===== src/rtl/hdtx_pkg.sv =====
package hdtx_pkg;
    localparam int DATA_W = 8;

    typedef enum logic [2:0] {
        ST_IDLE,
        ST_LEAD,
        ST_START,
        ST_DATA,
        ST_STOP,
        ST_TAIL
    } hdtx_state_e;
endpackage


===== src/rtl/hdtx_baud_gen.sv =====
module hdtx_baud_gen #(
    parameter int DIV = 8
) (
    input  logic clk,
    input  logic rst_n,
    input  logic hold_zero,
    output logic tick
);
    localparam int CW = (DIV > 1) ? $clog2(DIV) : 1;
    localparam logic [CW-1:0] LAST = CW'(DIV - 1);

    logic [CW-1:0] count;

    always_ff @(posedge clk) begin
        if (!rst_n || hold_zero) begin
            count <= '0;
        end else if (count == LAST) begin
            count <= '0;
        end else begin
            count <= count + CW'(1);
        end
    end

    assign tick = !hold_zero && (count == LAST);
endmodule


===== src/rtl/hdtx_shifter.sv =====
module hdtx_shifter
    import hdtx_pkg::*;
(
    input  logic              clk,
    input  logic              rst_n,
    input  logic              load,
    input  logic [DATA_W-1:0] load_data,
    input  logic              shift,
    output logic              lsb
);
    logic [DATA_W-1:0] sh;

    always_ff @(posedge clk) begin
        if (!rst_n) begin
            sh <= '1;
        end else if (load) begin
            sh <= load_data;
        end else if (shift) begin
            sh <= {1'b1, sh[DATA_W-1:1]};
        end
    end

    assign lsb = sh[0];
endmodule


===== src/rtl/hdtx_hold.sv =====
module hdtx_hold
    import hdtx_pkg::*;
(
    input  logic              clk,
    input  logic              rst_n,
    input  logic              wr,
    input  logic [DATA_W-1:0] wr_data,
    input  logic              rd,
    output logic              full,
    output logic [DATA_W-1:0] data
);
    always_ff @(posedge clk) begin
        if (!rst_n) begin
            full <= 1'b0;
            data <= '0;
        end else if (wr) begin
            full <= 1'b1;
            data <= wr_data;
        end else if (rd) begin
            full <= 1'b0;
        end
    end
endmodule


===== src/rtl/half_duplex_uart_tx.sv =====
module half_duplex_uart_tx
    import hdtx_pkg::*;
#(
    parameter int CLK_FREQ_HZ = 250_000_000,
    parameter int BAUD_RATE   = 115_200,
    parameter int GUARD_LEAD  = 1,
    parameter int GUARD_TAIL  = 1
) (
    input  logic              clk,
    input  logic              rst_n,
    input  logic [DATA_W-1:0] in_data,
    input  logic              in_valid,
    output logic              in_ready,
    output logic              tx_line,
    output logic              drv_en,
    output logic              rx_en,
    output logic              busy
);
    localparam int DIV     = CLK_FREQ_HZ / BAUD_RATE;
    localparam int MAXC_A  = (GUARD_LEAD > DATA_W) ? GUARD_LEAD : DATA_W;
    localparam int MAXC    = (GUARD_TAIL > MAXC_A) ? GUARD_TAIL : MAXC_A;
    localparam int CNT_W   = $clog2(MAXC + 1);
    localparam logic [CNT_W-1:0] LEAD_LAST = (GUARD_LEAD > 0) ? CNT_W'(GUARD_LEAD - 1) : '0;
    localparam logic [CNT_W-1:0] TAIL_LAST = (GUARD_TAIL > 0) ? CNT_W'(GUARD_TAIL - 1) : '0;
    localparam logic [CNT_W-1:0] DATA_LAST = CNT_W'(DATA_W - 1);

    hdtx_state_e       state, next_state;
    logic [CNT_W-1:0]  bit_idx, next_idx;
    logic              tick;
    logic              accept;
    logic              stop_end;
    logic              more;
    logic              hold_full;
    logic [DATA_W-1:0] hold_data;
    logic              sh_load;
    logic [DATA_W-1:0] sh_data;
    logic              sh_shift;
    logic              sh_lsb;

    hdtx_baud_gen #(.DIV(DIV)) u_baud (
        .clk       (clk),
        .rst_n     (rst_n),
        .hold_zero (state == ST_IDLE),
        .tick      (tick)
    );

    assign accept   = in_valid && in_ready;
    assign stop_end = (state == ST_STOP) && tick;
    assign more     = hold_full || accept;

    hdtx_hold u_hold (
        .clk     (clk),
        .rst_n   (rst_n),
        .wr      (accept && (state != ST_IDLE) && !stop_end),
        .wr_data (in_data),
        .rd      (stop_end && hold_full),
        .full    (hold_full),
        .data    (hold_data)
    );

    assign sh_load  = ((state == ST_IDLE) && accept) || (stop_end && more);
    assign sh_data  = ((state == ST_STOP) && hold_full) ? hold_data : in_data;
    assign sh_shift = (state == ST_DATA) && tick;

    hdtx_shifter u_shift (
        .clk       (clk),
        .rst_n     (rst_n),
        .load      (sh_load),
        .load_data (sh_data),
        .shift     (sh_shift),
        .lsb       (sh_lsb)
    );

    // State register
    always_ff @(posedge clk) begin
        if (!rst_n) begin
            state   <= ST_IDLE;
            bit_idx <= '0;
        end else begin
            state   <= next_state;
            bit_idx <= next_idx;
        end
    end

    // Next-state logic
    always_comb begin
        next_state = state;
        next_idx   = bit_idx;
        unique case (state)
            ST_IDLE: begin
                next_idx = '0;
                if (accept) begin
                    next_state = (GUARD_LEAD > 0) ? ST_LEAD : ST_START;
                end
            end
            ST_LEAD: begin
                if (tick) begin
                    if (bit_idx == LEAD_LAST) begin
                        next_state = ST_START;
                        next_idx   = '0;
                    end else begin
                        next_idx = bit_idx + CNT_W'(1);
                    end
                end
            end
            ST_START: begin
                if (tick) begin
                    next_state = ST_DATA;
                    next_idx   = '0;
                end
            end
            ST_DATA: begin
                if (tick) begin
                    if (bit_idx == DATA_LAST) begin
                        next_state = ST_STOP;
                        next_idx   = '0;
                    end else begin
                        next_idx = bit_idx + CNT_W'(1);
                    end
                end
            end
            ST_STOP: begin
                if (tick) begin
                    next_idx = '0;
                    if (more) begin
                        next_state = ST_START;
                    end else if (GUARD_TAIL > 0) begin
                        next_state = ST_TAIL;
                    end else begin
                        next_state = ST_IDLE;
                    end
                end
            end
            ST_TAIL: begin
                if (tick) begin
                    if (bit_idx == TAIL_LAST) begin
                        next_state = ST_IDLE;
                        next_idx   = '0;
                    end else begin
                        next_idx = bit_idx + CNT_W'(1);
                    end
                end
            end
            default: begin
                next_state = ST_IDLE;
                next_idx   = '0;
            end
        endcase
    end

    // Output decode
    always_comb begin
        tx_line  = 1'b1;
        drv_en   = 1'b1;
        in_ready = !hold_full;
        unique case (state)
            ST_IDLE: begin
                drv_en   = 1'b0;
                in_ready = 1'b1;
            end
            ST_LEAD:  tx_line = 1'b1;
            ST_START: tx_line = 1'b0;
            ST_DATA:  tx_line = sh_lsb;
            ST_STOP:  tx_line = 1'b1;
            ST_TAIL:  in_ready = 1'b0;
            default: begin
                drv_en   = 1'b0;
                in_ready = 1'b0;
            end
        endcase
        rx_en = !drv_en;
        busy  = drv_en;
    end
endmodule


===== config.mk =====
export PLATFORM = sky130hd
export DESIGN_NAME = half_duplex_uart_tx
export DESIGN_NICKNAME = d
export VERILOG_FILES = /design/src/rtl/hdtx_pkg.sv /design/src/rtl/hdtx_baud_gen.sv /design/src/rtl/hdtx_shifter.sv /design/src/rtl/hdtx_hold.sv /design/src/rtl/half_duplex_uart_tx.sv
export SDC_FILE = /design/constraint.sdc
export NUM_CORES = 1
export LEC_CHECK = 0
export BUFFER_PORTS_ARGS = -buffer_cell sky130_fd_sc_hd__buf_4
export CAP_MARGIN = 20
export CORE_AREA = 5 5 64 66
export CTS_CLUSTER_DIAMETER = 200
export DETAILED_ROUTE_END_ITERATION = 10
export DIE_AREA = 0 0 69 71
export GPL_TIMING_DRIVEN = 0
export PLACE_DENSITY_LB_ADDON = 0.2
export REMOVE_ABC_BUFFERS = 1
export SYNTH_ARGS = -nofsm -noshare
export SYNTH_HDL_FRONTEND = slang
export SYNTH_SLANG_ARGS = --single-unit

===== constraint.sdc =====
create_clock -name clk -period 1.9 [get_ports clk]
set_input_delay 0.095 -clock clk [delete_from_list [all_inputs] [get_ports clk]]
set_output_delay 0.095 -clock clk [all_outputs]
set_load 0.1 [all_outputs]

### Word-level counts from Yosys, hierarchy flattened

Cells that the tools add are included.

* register bits after elaboration: 36
* output and inout port bits: 5
* word-level logic and storage cells: 81
* bits of input ports: 11

* muxes and demuxes: 25
* add/sub/neg operators: 2
* reduce and logical (&&, ||, !) cells: 30
* equal/unequal tests: 18

Operators by type and width (count)
* 3-bit two-way mux: 10
* 8-bit two-way mux: 3
* 4-bit two-way mux: 5
* 3-bit one-hot mux with 6 select lines: 1
* 2-bit inequality test, second input constant: 8
* 12-bit by 1-bit adder with 12-bit output, second input constant: 1
* 12-bit == test, second input constant: 1
* 4-bit one-hot mux with 3 select lines: 1
* 1-bit logical AND: 10
* 9-bit AND reduction: 1
* 3-bit by 2-bit == test with 1-bit output, second input constant: 2
* 3-bit == test, second input constant: 2
* 2-bit by 1-bit inequality test with 1-bit output, second input constant: 3
* 2-bit OR reduction: 3
* 1-bit logical NOT: 5
* 5-bit OR reduction: 1
* 4-bit by 1-bit adder with 4-bit output, second input constant: 1
* 4-bit by 3-bit == test with 1-bit output, second input constant: 1
* 4-bit logical NOT: 1
* 1-bit one-hot mux with 2 select lines: 2
* 2-bit nonzero test: 2
* 4-bit OR reduction: 1
* 3-bit by 1-bit == test with 1-bit output, second input constant: 1
* 3-bit logical NOT: 1
* 4 further kinds: 8

### Depth between registers and ports, before layout

Gate-level depths: netlist of run 1.

* depth in word-level cells: 8
* mapped depth: 7
* mapped depth without buffers: 6

### By module

A second synthesis of run 1 with hierarchy kept.

* cells, all modules: 211
* area, all modules: 2004.4 sq um

Modules (own cells, without submodules)
* half_duplex_uart_tx: instances 1, sequential area each 140.1 sq um, cells an instance 86, area each 684.4 sq um
* hdtx_baud_gen: instances 1, sequential area each 240.2 sq um, cells an instance 62, area each 586.8 sq um
* hdtx_shifter: instances 1, sequential area each 160.2 sq um, cells an instance 35, area each 397.9 sq um
* hdtx_hold: instances 1, sequential area each 180.2 sq um, cells an instance 28, area each 335.3 sq um

### Worst setup path after synthesis of run 1

No wires, ideal clock.

* path kind: register -> register
* start point: register state[2]
* end point: register bit_idx[2]
* setup time: 0.124 ns
* stages on the path, launching flop included: 7
* path buffers: 1
* arrival: 2.866 ns
* data required time: 1.776 ns
* period minus slack after synthesis: 2.989 ns
* slack: -1.089 ns
* path through: dfxtp_1 > clkbuf_1 > and2_1 > nor2_2 > inv_1 > o221ai_1 > o22ai_1

* word-level cells in the longest chain between the ends: 5
* elaborated cells between the ends (all ways): 15
* those cells by class: eq/ne (8); mux (1); reduce/logical (6)

RTL lines
* from (decl): line half_duplex_uart_tx.sv:27 `hdtx_state_e state, next_state;`
* from (signal assigned): line half_duplex_uart_tx.sv:80 `state <= next_state;`
* 3-bit logical NOT: line half_duplex_uart_tx.sv:43 `.hold_zero (state == ST_IDLE),`
* 1-bit logical NOT: line hdtx_baud_gen.sv:24 `assign tick = !hold_zero && (count == LAST);`
* 1-bit logical AND: line hdtx_baud_gen.sv:24
* 2-bit by 1-bit inequality test with 1-bit output (no source line) or 2-bit inequality test (tied branches)
* 3-bit AND reduction (no source line)
* to (signal assigned): line half_duplex_uart_tx.sv:81 `bit_idx <= next_idx;`
* to (decl): line half_duplex_uart_tx.sv:28 `logic [CNT_W-1:0] bit_idx, next_idx;`

Several ways; a longest one is shown, not always the timed one.
A chain may end at the register's enable or synchronous reset.

### Worst setup path after layout of run 1

* start point: register state[1]
* end point: output port in_ready

* word-level cells in the longest chain between the ends: 3
* elaborated cells between the ends (all ways): 7
* those cells by class: eq/ne (4); mux (1); reduce/logical (2)

RTL lines
* 3-bit == test, or another cell as far along: line half_duplex_uart_tx.sv:156 `unique case (state)`
* 4-bit OR reduction (no source line)
* 1-bit one-hot mux with 2 select lines *: line half_duplex_uart_tx.sv:156
* to (decl): line half_duplex_uart_tx.sv:13 `output logic in_ready,`

Mark *: on every way between the ends. The rest lies on a longest branch, timed or not.

==> key figures, run 1 <==
Run status
  • Status: complete, no violations

Power
  • Clock Power Share: 0.146
  • Leak: between 0.0009 and 0.001 uW
  • Internal power: approximately 1400 uW
  • Sw Share: 0.477
  • Reg power frac: 0.383
  • Power Dens Cells: 1230 nW/um2
  • Logic pwr share: 0.472
  • Tot Pwr: 2730 uW
  • Worst VDD drop: between 0.6 and 0.7 mV
  • Sw Pwr: 1300 uW

Floorplan
  • Starting Density: 0.561
  • DIE AREA: 4900 um2
  • Die Ht: ~70 um
  • I/O pins: 16
  • Overall die width: between 60 and 70 um
  • Core area: 3520 um2
  • Num rows: 22

Synth
  • Yosys cell types: between 50 and 60
  • Synthesized instance count: 226
  • Syn avg cell area: 8.74 um2
  • Post-synthesis sequential area ratio: 0.365
  • Post-Synthesis Cell Area: 1980 um2
  • Yosys top cell by area: dfxtp_1
  • Synth Warn #: 0
  • Synth top area cells: dfxtp_1, mux2i_1, nand2_1, a32oi_1, nor2_1
  • Seq cells post-synth: 36
  • Area share of the largest cell type after synthesis: 0.365

Worst hold path
  • Min-delay worst type: in -> reg

Clock tree
  • H-tree depth: 2
  • CTS buffer count: 5
  • Worst skew pair latency: 0.34 ns
  • Clock-pin transition on the worst setup and hold timing paths: 0.12 ns
  • Clock tree sinks: 36
  • CTS Buffer Depth: 2
  • CTS tree: done
  • Root Driver: clkbuf_4

Place
  • Dpl ws: roughly 0.028 ns
  • Post-Place Cells: roughly 280
  • Input/output buffers: 15
  • RD Place Congestion: 0.839
  • Hpwl dp: 2.72 mm

Timing
  • PnR worst setup slack: 0.102 ns
  • RSZ-0062 raised after global routing: no
  • Max_slew headroom: 0.658
  • Setup violators final: 0
  • Clk_skew: 0.0143 ns
  • Final hold violations: 0
  • Fmax: roughly 0.56 GHz
  • Final min period: 1.80 ns
  • Tcrit/Tclk final: 0.946
  • Slew of the pin with the lowest slew margin: 0.506 ns
  • Slew Limit Fails: 0

Global route
  • Vias in the first global route: 1501
  • First-pass GRT wire length: about 7.2 mm
  • GRT overflow: 0
  • Largest net degree at the start of global routing: 27
  • Initial antenna violation count: 0
  • GR Util All Layers: 0.176

Flow run
  • Max-cap viol count: 0

Critical path
  • Slowest cell on crit path: or3_1
  • CP Data Arrival Time: 1.70 ns
  • Setup CP Type: reg -> out
  • Crit path max-delay family: simple AND/OR/NAND/NOR gates
  • Max incr delay on CP: between 0.4 and 0.5 ns
  • WP data required: around 1.8 ns
  • CP Capture Type: output port
  • WP buf/inv: 1
  • Crit path cell chain: or3_1 > a21oi_1 > buf_4
  • Crit start category: flip-flop
  • Worst Path Max Fanout: 13

Final layout
  • Layout cells sized above 1: 0.183
  • Register area: between 700 and 800 um2
  • Fin nets: 255
  • Area of the multi-input gates: 1180 um2
  • Number of diodes: 0
  • Area Overhead vs Synth: 12.2%
  • Non-filler instance count after layout: around 290
  • Fillers: 350

Routing
  • Routed len/inst: 14.3 um
  • DRC: 0
  • Vias per std cell: around 5.8
  • Drt first pass iters: 5
  • Drt total wl: 4.11 mm
  • ANT nets after route: 0
  • Via count: between 1500 and 2000
  • Drt initial violations: 79
per-stage QoR:
step           hold WS [ns]  cell area (um2)   util  setup TNS, ns
2_1_floorplan         0.212             1910      -         -15.61
3_3_place_gp          0.362             2080  0.590              0
3_5_place_dp          0.365             2080  0.590              0
6_report             0.0157             2220  0.629              0
4_1_cts            0.000583             2180  0.620              0
5_1_grt              0.0231             2220  0.629              0
layout make-up:
| class | count | share of cell area |
|---|---|---|
| inverters | 8 | 0.0135 |
| well taps | 48 | 0.0271 |
| repair buffers | 21 | 0.0767 |
| clock inverters | 1 | 0.00226 |
| multi-input cells | 168 | 0.533 |
| clock buffers | 6 | 0.0186 |
| flip-flops and latches | 36 | 0.329 |
logic make-up (layout without fill, tap and decap cells):
| kind of cell | count (synthesis) | after routing | synth area share |
|---|---|---|---|
| flops | 36 | 36 | 0.365 |
| buf+inv | 22 | 36 | 0.0507 |
| compound gates | 38 | 38 | 0.158 |
| fa+ha+maj | 4 | 4 | 0.0253 |
| mux | 18 | 18 | 0.0918 |
| simple gates | 98 | 98 | 0.265 |
| xor+xnor | 10 | 10 | 0.0443 |
Yosys cell counts, drive strengths merged:
library cell / n
or3: 1
and4b: 1
and4bb: 1
or4b: 1
o22ai: 2
dfxtp: 36
nor4b: 3
xor2: 5
nand2: 39
inv: 8
o21ai: 6
a21boi: 1
a21bo: 1
a32o: 2
and3: 4
o211ai: 1
buf: 7
a311oi: 1
clkbuf: 7
nor2b: 1
nand4: 4
mux2: 1
nor3b: 1
and4: 1
and3b: 2
a32oi: 9
nor3: 3
nor2: 21
ha: 4
a22o: 1
nand3b: 1
o221ai: 1
a21oi: 7
xnor2: 5
and2: 2
mux2i: 17
a21o: 2
nand4b: 1
a211o: 1
or3b: 1
a211oi: 3
nand3: 10
power groups by stage:
stage | Combinational, uW | Sequential, uW | Clock [uW]
5_1_grt | 1370 | 1070 | 441
4_1_cts | 1240 | 1030 | 411
3_3_place_gp | 1210 | 1030 | 0
3_5_place_dp | 1220 | 1040 | 0
6_report | 1290 | 1040 | 398
2_1_floorplan | 1020 | 1010 | 0
final timing paths:
check	depth (start not counted)	end	slack (ns)	startpoint
min reg2reg	2	u_hold.data[4]$_SDFFE_PN0P_	0.47	u_hold.data[4]$_SDFFE_PN0P_
max reg2reg	6	u_shift.sh[2]$_SDFFE_PN1P_	0.13	u_baud.count[1]$_SDFF_PP0_
max	3	in_ready	0.10	state[1]$_SDFFE_PN0P_
min	3	u_hold.data[2]$_SDFFE_PN0P_	0.02	in_data[2]
layout by cell type, fill, tap and decap left out, types with 2 or more instances in the layout:
master and n:
nand2_1 39, dfxtp_1 31, nor2_1 19, mux2i_1 17
buf_4 16, nand3_1 9, inv_1 8, a32oi_1 8
o21ai_0 6, a21oi_1 5, xnor2_1 5, xor2_1 5
clkbuf_4 5, dlygate4sd3_1 5, ha_1 4, dfxtp_2 4
and3_1 3, nand4_1 3, and2_1 2, and3b_1 2
a21o_1 2, nor4b_1 2, a32o_1 2, a211oi_1 2
nor3_1 2, o22ai_1 2
registers in the layout, summed over array words and instances, names as in the netlist:
signal,count
u_hold.full,1
state,3
u_hold.data,8
u_baud.count,12
bit_idx,4
u_shift.sh,8
worst reg2reg max path, delay by kind of cell (launching register included):
| family | cells | cell delay (ns) |
|---|---|---|
| flops | 1 | 0.38 |
| compound gates | 2 | 0.48 |
| simple gates | 2 | 0.57 |
| fa+ha+maj | 1 | 0.17 |
| buf+inv | 1 | 0.05 |
what timing repair did:
action / 4_1_cts / 5_1_grt
setup endpoints to repair: 3 / 12
hold buffers: 5 / 0
setup buffers: 0 / 1
pin swaps: 0 / 2
resized for setup: 4 / 7
endpoints found under the hold margin: 5 / 0
routing by layer:
layer  vias to the layer above  track usage  wire [um]  share of wire
met2                        26        0.289       2000           0.49
met1                       800        0.233       1930           0.47
li1                        832            -          -              -
met5                         -            0          0              0
met4                         0       0.0521         42          0.010
met3                         4       0.0369        139          0.034
(Power assumes the default switching activity.)
==> run 2, diff against run 1 <==
--- a/config.mk
+++ b/config.mk
@@ -7,10 +7,10 @@
 export LEC_CHECK = 0
 export BUFFER_PORTS_ARGS = -buffer_cell sky130_fd_sc_hd__buf_4
 export CAP_MARGIN = 20
-export CORE_AREA = 5 5 64 66
+export CORE_AREA = 5 5 77 79
 export CTS_CLUSTER_DIAMETER = 200
 export DETAILED_ROUTE_END_ITERATION = 10
-export DIE_AREA = 0 0 69 71
+export DIE_AREA = 0 0 82 84
 export GPL_TIMING_DRIVEN = 0
 export PLACE_DENSITY_LB_ADDON = 0.2
 export REMOVE_ABC_BUFFERS = 1
==> key figures, run 2 (synthesized netlist as in run 1, its figures left out) <==
Timing
  • Slew Limit Fails: 0 (unchanged)
  • Setup tns final: 0 ns (unchanged)
  • RSZ-0062 raised after global routing: no (unchanged)
  • Fmax: 0.548 GHz (was 0.556 GHz)
  • Setup violators final: 0 (unchanged)
  • Min Hold Slack: 0.0592 ns (was 0.0157 ns)
  • Tcrit/Tclk final: 0.961 (was 0.946)
  • Final hold violations: 0 (unchanged)
  • Clk_skew: 0.00592 ns (was 0.0143 ns)
  • Final min period: 1.83 ns (was 1.80 ns)
  • Slew of the pin with the lowest slew margin: 0.516 ns (was 0.506 ns)
  • Max_slew headroom: 0.651 (was 0.658)

Power
  • Leak: 0.000920 uW (was 0.000914 uW)
  • Power Dens Cells: 1320 nW/um2 (was 1230 nW/um2)
  • Tot Pwr: 2970 uW (was 2730 uW)
  • Worst VDD drop: 0.792 mV (was 0.658 mV)

Final layout
  • Most common cell after layout, fill and taps aside: nand2_1 (unchanged)
  • Number of diodes: 0 (unchanged)
  • Largest registers: u_baud.count: 12 flops, u_hold.data: 8 flops, u_shift.sh: 8 flops (unchanged)
  • Area Overhead vs Synth: 14.1% (was 12.2%)
  • Fillers: 554 (was 350)
  • Largest reg by FF count: u_baud.count (unchanged)
  • Design area: 2250 um2 (was 2220 um2)
  • Max reg flops: 12 (unchanged)
  • Commonest cells after routing, fill and taps aside: nand2_1, dfxtp_1, nor2_1, mux2i_1, buf_4 (unchanged)
  • Fin nets: 250 (was 255)
  • Layout cells sized above 1: 0.182 (was 0.183)

Clock tree
  • Clock-pin transition on the worst setup and hold timing paths: 0.07 ns (was 0.12 ns)
  • CTS Buffer Depth: 2 (unchanged)
  • H-tree depth: 2 (unchanged)
  • Worst skew pair latency: 0.29 ns (was 0.34 ns)
  • Clock tree sinks: 36 (unchanged)
  • Root Driver: clkbuf_8 (was clkbuf_4)
  • CTS buffer count: 5 (unchanged)
  • CTS tree: done (unchanged)

Critical path
  • Reg2Reg Depth: 6 (unchanged)
  • CP Capture Type: flip-flop (was output port)
  • Worst Path Max Fanout: 5 (was 13)
  • WP data required: 2.12 ns (was 1.80 ns)
  • Crit start category: flip-flop (unchanged)
  • Setup CP Type: reg -> reg (was reg -> out)
  • CP Data Arrival Time: 2.05 ns (was 1.70 ns)

Global route
  • Vias in the first global route: 1478 (was 1501)
  • Initial antenna violation count: 0 (unchanged)
  • Largest net degree at the start of global routing: 27 (unchanged)
  • First-pass GRT wire length: 7.12 mm (was 7.18 mm)
  • GR Util All Layers: 0.132 (was 0.176)
  • GRT overflow: 0 (unchanged)

Routing
  • Via count: 1584 (was 1662)
  • DRC: 0 (unchanged)
  • Drt first pass iters: 4 (was 5)
  • Drt initial violations: 51 (was 79)
  • Drt total wl: 4.11 mm (about the same)
  • Routed len/inst: 13.4 um (was 14.3 um)
  • ANT nets after route: 0 (unchanged)
  • Vias per std cell: 5.14 (was 5.77)

Place
  • Input/output buffers: 15 (unchanged)
  • Hpwl dp: 2.80 mm (was 2.72 mm)
  • RD Place Congestion: 0.757 (was 0.839)
  • DP Area: 2110 um2 (was 2080 um2)

Worst hold path
  • Hold depth: 3 (unchanged)
  • Min-delay worst type: in -> reg (unchanged)

Run status
  • Status: complete, no violations (unchanged)

Floorplan
  • Core area: 5270 um2 (was 3520 um2)
  • I/O pins: 16 (unchanged)
  • Num rows: 27 (was 22)
  • Starting Density: 0.375 (was 0.561)
  • Die Ht: 84 um (was 71 um)
  • DIE AREA: 6890 um2 (was 4900 um2)
  • Overall die width: 82 um (was 69 um)

Flow run
  • Max-cap viol count: 0 (unchanged)
run 2: cell count changes in the layout (fill, tap and decap cells not counted):
| cell | delta |
|---|---|
| clkbuf_4 | -5 |
| clkbuf_8 | +5 |
| dlygate4sd3_1 | -5 |
| dfxtp_1 | +3 |
| dfxtp_2 | -2 |
| bufinv_16 | +1 |
| dfxtp_4 | -1 |
| nand3_1 | -1 |
| nand3_2 | +1 |
| or3b_2 | +1 |
| or3b_4 | -1 |
run 2: cell type report:
cell class / count / area (um2) / area share
clock inverters: 2 / 35.0 / 0.0155
inverters: 8 / 30.0 / 0.0133
well taps: 72 / 90.1 / 0.0400
clock buffers: 6 / 72.6 / 0.0322
multi-input cells: 168 / 1180 / 0.525
flip-flops and latches: 36 / 723 / 0.321
repair buffers: 16 / 120 / 0.0533
run 2: worst max-delay path, cell delays in order (launching register included):
cell      delay, ns
dfxtp_1        0.35
inv_1          0.08
ha_1           0.15
or3b_2         0.47
a32oi_2        0.21
a21boi_4       0.30
mux2i_1        0.20
run 2: timing repair:
item | CTS | global route
buffers inserted | 0 | 1
pin swaps | 0 | 2
hold buffers | 0 | 0
endpoints found under the setup margin | 3 | 20
gates resized for setup | 2 | 5
run 2: report_power, final:
group	internal, uW	total (uW)	switching (uW)
Combinational	390	1270	879
Clock	389	665	276
Sequential	882	1030	153
run 2: final timing paths:
| path | endpoint | slack, ns | startpoint |
|---|---|---|---|
| setup / recovery | state[0]$_SDFFE_PN0P_ | 0.07 | bit_idx[0]$_SDFFE_PN0P_ |
| hold / removal | u_hold.data[5]$_SDFFE_PN0P_ | 0.06 | in_data[5] |
| hold reg to reg | u_hold.data[6]$_SDFFE_PN0P_ | 0.46 | u_hold.data[6]$_SDFFE_PN0P_ |
| setup reg to reg | state[0]$_SDFFE_PN0P_ | 0.07 | bit_idx[0]$_SDFFE_PN0P_ |
run 2: routing by layer:
layer	vias up	routed length [um]	global-route usage
li1	819	-	-
met1	732	1980	0.178
met2	28	1890	0.198
met3	5	177	0.0367
met4	0	59	0.0468
met5	-	0	0
run 2: per-stage QoR:
stage	std cells	setup WS, ns	util
floorplan	212	-2.32	-
global placement	299	0.00861	0.400
detailed placement	299	-0.0125	0.400
CTS	307	0.00455	0.422
global route	308	0.00215	0.428
finish	308	0.0749	0.428
